`config.mk`:
```
export PLATFORM = sky130hd
export DESIGN_NAME = stream_pf
export DESIGN_NICKNAME = d
export VERILOG_FILES = /design/src/rtl/stream_pf.sv
export SDC_FILE = /design/constraint.sdc
export NUM_CORES = 1
export LEC_CHECK = 0
export BUFFER_PORTS_ARGS = -buffer_cell sky130_fd_sc_hd__buf_2
export CAP_MARGIN = 20
export CORE_ASPECT_RATIO = 1.2
export CORE_MARGIN = 2
export CORE_UTILIZATION = 57
export CTS_BUF_LIST = sky130_fd_sc_hd__clkbuf_4 sky130_fd_sc_hd__clkbuf_8 sky130_fd_sc_hd__clkbuf_16
export CTS_CLUSTER_SIZE = 14
export DETAILED_ROUTE_END_ITERATION = 8
export GPL_TIMING_DRIVEN = 0
export MAX_ROUTING_LAYER = met4
export PLACE_DENSITY = 0.74
export SLEW_MARGIN = 20
export SYNTH_ARGS = -nofsm -noshare
export SYNTH_HDL_FRONTEND = slang
export SYNTH_SLANG_ARGS = --single-unit
```
`constraint.sdc`:
```
create_clock -name clk -period 11.8 [get_ports clk]
set_clock_uncertainty 0.05 [all_clocks]
set_input_delay 0.59 -clock clk [delete_from_list [all_inputs] [get_ports clk]]
set_output_delay 0.59 -clock clk [all_outputs]
set_load 0.02 [all_outputs]
```
`src/rtl/stream_pf.sv`:
```
module stream_pf #(
  parameter int LINE_AW    = 26,
  parameter int PAGE_LINES = 64,
  parameter int NTRK       = 8,
  parameter int MAX_AHEAD  = 20,
  parameter int QDEPTH     = 4
) (
  input  logic               clk,
  input  logic               rst_n,
  input  logic               lk_valid,
  input  logic [LINE_AW-1:0] lk_line,
  input  logic [1:0]         lk_kind,
  output logic               pf_valid,
  output logic [LINE_AW-1:0] pf_line,
  input  logic               pf_ready
);
  localparam int IW = $clog2(PAGE_LINES);
  localparam int PW = LINE_AW - IW;
  localparam int TW = $clog2(NTRK);
  localparam int QW = $clog2(QDEPTH);
  localparam int SW = IW + 3;
  typedef logic signed [SW-1:0] sidx_t;

  logic [NTRK-1:0] t_val, t_conf;
  logic [PW-1:0]   t_page  [NTRK];
  logic [IW-1:0]   t_last  [NTRK];
  logic [IW-1:0]   t_front [NTRK];
  logic [1:0]      t_dir   [NTRK];
  logic [TW-1:0]   rr;

  logic [LINE_AW-1:0] q_mem [QDEPTH];
  logic [QW-1:0]      wp, rp;
  logic [QW:0]        q_cnt, free;

  logic unused_kind;
  assign unused_kind = &{1'b0, lk_kind};

  wire [PW-1:0] lk_page = lk_line[LINE_AW-1:IW];
  wire [IW-1:0] lk_idx  = lk_line[IW-1:0];

  logic [NTRK-1:0] hit_vec;
  logic [TW-1:0]   hit_id;
  for (genvar g = 0; g < NTRK; g++) begin : g_match
    assign hit_vec[g] = t_val[g] && (t_page[g] == lk_page);
  end
  always_comb begin
    hit_id = '0;
    for (int i = NTRK - 1; i >= 0; i--)
      if (hit_vec[i]) hit_id = TW'(i);
  end
  wire hit = |hit_vec;

  sidx_t idx_s, last_s, front_s, dir_s, delta, nd_s, fb, c1, c2, nf;
  logic [1:0] n_dir;
  logic       n_conf;

  assign idx_s   = sidx_t'(lk_idx);
  assign last_s  = sidx_t'(t_last[hit_id]);
  assign front_s = sidx_t'(t_front[hit_id]);
  assign dir_s   = sidx_t'($signed(t_dir[hit_id]));
  assign delta   = idx_s - last_s;

  always_comb begin
    n_dir  = t_dir[hit_id];
    n_conf = t_conf[hit_id];
    if (delta == 1 || delta == -1) begin
      n_conf = (delta == dir_s);
      n_dir  = delta[1:0];
    end else if (delta != 0) begin
      n_dir  = 2'b00;
      n_conf = 1'b0;
    end
  end

  assign nd_s = sidx_t'($signed(n_dir));

  always_comb begin
    if (!n_conf)        fb = idx_s;
    else if (nd_s > 0)  fb = (front_s > idx_s) ? front_s : idx_s;
    else                fb = (front_s < idx_s) ? front_s : idx_s;
  end

  assign c1 = fb + nd_s;
  assign c2 = c1 + nd_s;

  function automatic logic in_reach(sidx_t c, sidx_t d);
    return (c >= 0) && (c < PAGE_LINES) && (c - d <= MAX_AHEAD) && (d - c <= MAX_AHEAD);
  endfunction

  assign free = (QW+1)'(QDEPTH) - q_cnt;
  wire do_look = lk_valid && hit && n_conf;
  wire push1   = do_look && in_reach(c1, idx_s) && (free != 0);
  wire push2   = push1 && in_reach(c2, idx_s) && (free > 1);
  assign nf    = push2 ? c2 : (push1 ? c1 : fb);
  wire pop     = pf_valid && pf_ready;

  logic unused_hi;
  assign unused_hi = ^{c1[SW-1:IW], c2[SW-1:IW], nf[SW-1:IW]};

  always_ff @(posedge clk or negedge rst_n) begin
    if (!rst_n) begin
      t_val  <= '0;
      t_conf <= '0;
      rr     <= '0;
      for (int i = 0; i < NTRK; i++) begin
        t_page[i]  <= '0;
        t_last[i]  <= '0;
        t_front[i] <= '0;
        t_dir[i]   <= '0;
      end
    end else if (lk_valid) begin
      if (hit) begin
        t_last[hit_id]  <= lk_idx;
        t_dir[hit_id]   <= n_dir;
        t_conf[hit_id]  <= n_conf;
        t_front[hit_id] <= nf[IW-1:0];
      end else begin
        t_val[rr]   <= 1'b1;
        t_page[rr]  <= lk_page;
        t_last[rr]  <= lk_idx;
        t_front[rr] <= lk_idx;
        t_dir[rr]   <= 2'b00;
        t_conf[rr]  <= 1'b0;
        rr          <= rr + TW'(1);
      end
    end
  end

  always_ff @(posedge clk or negedge rst_n) begin
    if (!rst_n) begin
      wp    <= '0;
      rp    <= '0;
      q_cnt <= '0;
    end else begin
      if (push1) q_mem[wp] <= {lk_page, c1[IW-1:0]};
      if (push2) q_mem[wp + QW'(1)] <= {lk_page, c2[IW-1:0]};
      wp    <= wp + QW'(push1) + QW'(push2);
      rp    <= rp + QW'(pop);
      q_cnt <= q_cnt + (QW+1)'(push1) + (QW+1)'(push2) - (QW+1)'(pop);
    end
  end

  assign pf_valid = (q_cnt != 0);
  assign pf_line  = q_mem[rp];
endmodule

```
==> flow_summary.ini <==
[clocking]
cts_made_buffers = 42
cts.sinks = 402
clk_latency_ps = 610
root_buffer = clkbuf_16
htreeDepth = 2
tritoncts = done
path_clk_slew_ps = 60
cts_max_path_buffers = 3

[critical_path]
setup.worst_path.end = q_mem[0][10]$_DFFE_PP_
worst_setup_path_start_kind = flip-flop
regToRegSetupSlack_ps = 410
setup.worst_path.start = t_page[120]$_DFFE_PN0P_
cp_num_buf_inv = 8
cpPeakStageDelay_ps = 710
arrival_ps = 11650
path_max_fanout = 13
cp_slowest_cell = or4b_2
r2r_start = t_page[120]$_DFFE_PN0P_
required_ps = 12060
reg2reg_to = q_mem[0][10]$_DFFE_PP_
crit_cells = 43
r2r_cells = 43
cp_top_family = simple AND/OR/NAND/NOR gates
critical_path_class = flip-flop to flip-flop
end_kind = flip-flop

[synth]
syn_inst = 2008
ys_seq_area_frac = 0.475
synth_cell_types = 99
synth_area_leader_cell = dfrtp_1
synthTopCellsByArea = dfrtp_1, edfxtp_1, mux2_2, xnor2_1, ha_1
synth_commonest_cells = dfrtp_1, mux2_2, nand2_1, xnor2_1, o21ai_0
yosysMostFrequentCell = dfrtp_1
synth_top_area_share = 0.335
yosysWarnings = 0
ys.flop_type = dfrtp_1
ys_seq_elements = 402
async_flop_share = 0.741
synth_edf_count = 104
avgSynthCellArea_um2 = 11.1
synth_fp_nets = 2103
syn-cell-area_mm2 = 0.0223

[drt]
drt_iter0_markers = 1786
vias = 17600
wirelength_um = 67700
ant_nets = 0
dr.pass1.iters = 6
vias_per_cell = 6.48
drcViolationCount = 0
routedWlPerCell_um = 25.0

[placement]
io_buffer_count = 56
dpl.cell_count = 2600
dp_hpwl_um = 45900
finalWeightedCongestion = 0.993

[sta]
whs_ps = 166
worstMarginPinSlew_ps = 1190
setup_tns_ps = 0
period_share = 0.966
max_freq_mhz = 87.8
drv_slew = 0
hold_viol = 0
min_period_ps = 11390
setup_violations = 0
max_slew_margin = 0.200

[finish]
finalNonFillerCells = 2708
diodes = 0
nets = 2244
drive_above_1_share = 0.248
seq_area_mm2 = 0.0106
syn2layout_area_growth_pct = 16.1
multi_input_area_mm2 = 0.0115
utilization = 0.669
fillerInstances = 2858

[floorplan]
die-height_um = 220
fp.dieW_um = 184
rows = 79
initial_utilization = 0.576
ios = 59
dieArea_mm2 = 0.0407
core_area_mm2 = 0.0386

[power_and_ir_drop]
peakVddDrop_mv = 0.186
power_uw = 5730
p_leak_uw = 0.0104
powerDensity_mw_per_mm2 = 222

[grt]
grt_max_degree = 90
grt_usage = 0.345
antenna_found_initial = 0
first_global_vias = 17400
gr-total-overflow = 0
grt_pass1_wl_um = 102000

[run]
drv_cap = 0

[worst_hold_path]
min_path_type = input pin to flip-flop

[run_status]
outcome = finished, final reports clean
## state kept, by name, summed over array words and instances (netlist names)
| register | cells |
|---|---|
| rp | 2 |
| rr | 3 |
| q_mem | 104 |
| q_cnt | 3 |
| t_front | 48 |
| wp | 2 |
| t_conf | 8 |
| t_page | 160 |
| t_last | 48 |
| t_dir | 16 |
| t_val | 8 |
## stage by stage
step / setup slack, ps / area [µm²]
detailed placement: -3740 / 23500
CTS: 19.6 / 25500
finish: 406 / 25900
floorplan: 30.7 / 22300
global placement: -3320 / 23300
global route: -36.1 / 25900
## worst register-to-register path, delay by kind of cell (launching register included)
kind	cells	cell delay, ps
compound gates	14	2570
xor+xnor	2	390
fa+ha+maj	5	1580
buf+inv	8	1260
flops	1	390
mux	2	490
simple gates	12	4370
## where the power goes
| part | internal (µW) | switching [µW] |
|---|---|---|
| Sequential | 1900 | 299 |
| Combinational | 966 | 1160 |
| Clock | 811 | 595 |
| Total | 3680 | 2050 |
## cells by family after synthesis
kind of cell	synth area share
compound gates	0.109
fa+ha+maj	0.0374
mux	0.136
flops	0.475
xor+xnor	0.0719
buf+inv	0.0341
simple gates	0.137
## area by class of cell
| class | count | share of cell area |
|---|---|---|
| clock buffer | 63 | 0.0499 |
| multi-input combinational | 1429 | 0.445 |
| clock inverter | 14 | 0.00731 |
| sequential | 402 | 0.409 |
| timing repair buffer | 108 | 0.0329 |
| tap | 526 | 0.0255 |
| inverter | 65 | 0.00953 |
| buffer | 101 | 0.0204 |
## cells in the final DEF (no fill, tap or decap), drive strengths merged, types with 11 or more instances in the layout
| cell type | n |
|---|---|
| edfxtp | 104 |
| or4 | 19 |
| o31ai | 11 |
| nand3 | 67 |
| mux2 | 182 |
| a21o | 13 |
| o211ai | 23 |
| nor2b | 18 |
| mux4 | 26 |
| mux2i | 38 |
| xnor2 | 130 |
| dfrtp | 298 |
| buf | 135 |
| xor2 | 52 |
| inv | 68 |
| clkbuf | 136 |
| o21ai | 123 |
| nor3 | 34 |
| a21oi | 76 |
| ha | 57 |
| and2 | 22 |
| nand2 | 159 |
| nand2b | 25 |
| nor4 | 29 |
| a211oi | 16 |
| and3 | 16 |
| nor2 | 71 |
| o21a | 12 |
| nand4 | 47 |
## worst min path at each step
stage	startpoint	to	slack (ps)	cells after the start
2_1_floorplan	rst_n	q_cnt[0]$_DFF_PN0_	240	0
4_1_cts	lk_line[7]	q_mem[0][7]$_DFFE_PP_	150	1
6_report	lk_line[19]	q_mem[3][19]$_DFFE_PP_	170	1
3_3_place_gp	t_last[31]$_DFFE_PN0P_	t_last[31]$_DFFE_PN0P_	400	2
3_5_place_dp	t_last[34]$_DFFE_PN0P_	t_last[34]$_DFFE_PN0P_	410	2
5_1_grt	lk_line[19]	q_mem[3][19]$_DFFE_PP_	170	1
## timing repair
item,CTS,global route
gates cloned,4,0
pin swaps,15,18
endpoints found under the hold margin,59,0
setup buffers,20,20
setup endpoints to repair,181,181
gates resized for setup,77,71
hold buffers,1,0
## layer usage
layer  share of wire  global-route usage  vias to the layer above
met3           0.077              0.0574                      245
met4           0.060               0.197                        0
met1            0.38               0.416                     8742
met5               0                   -                        -
li1                -                   -                     7672
met2            0.48               0.554                      897
Power figures use the tool's default switching activity.
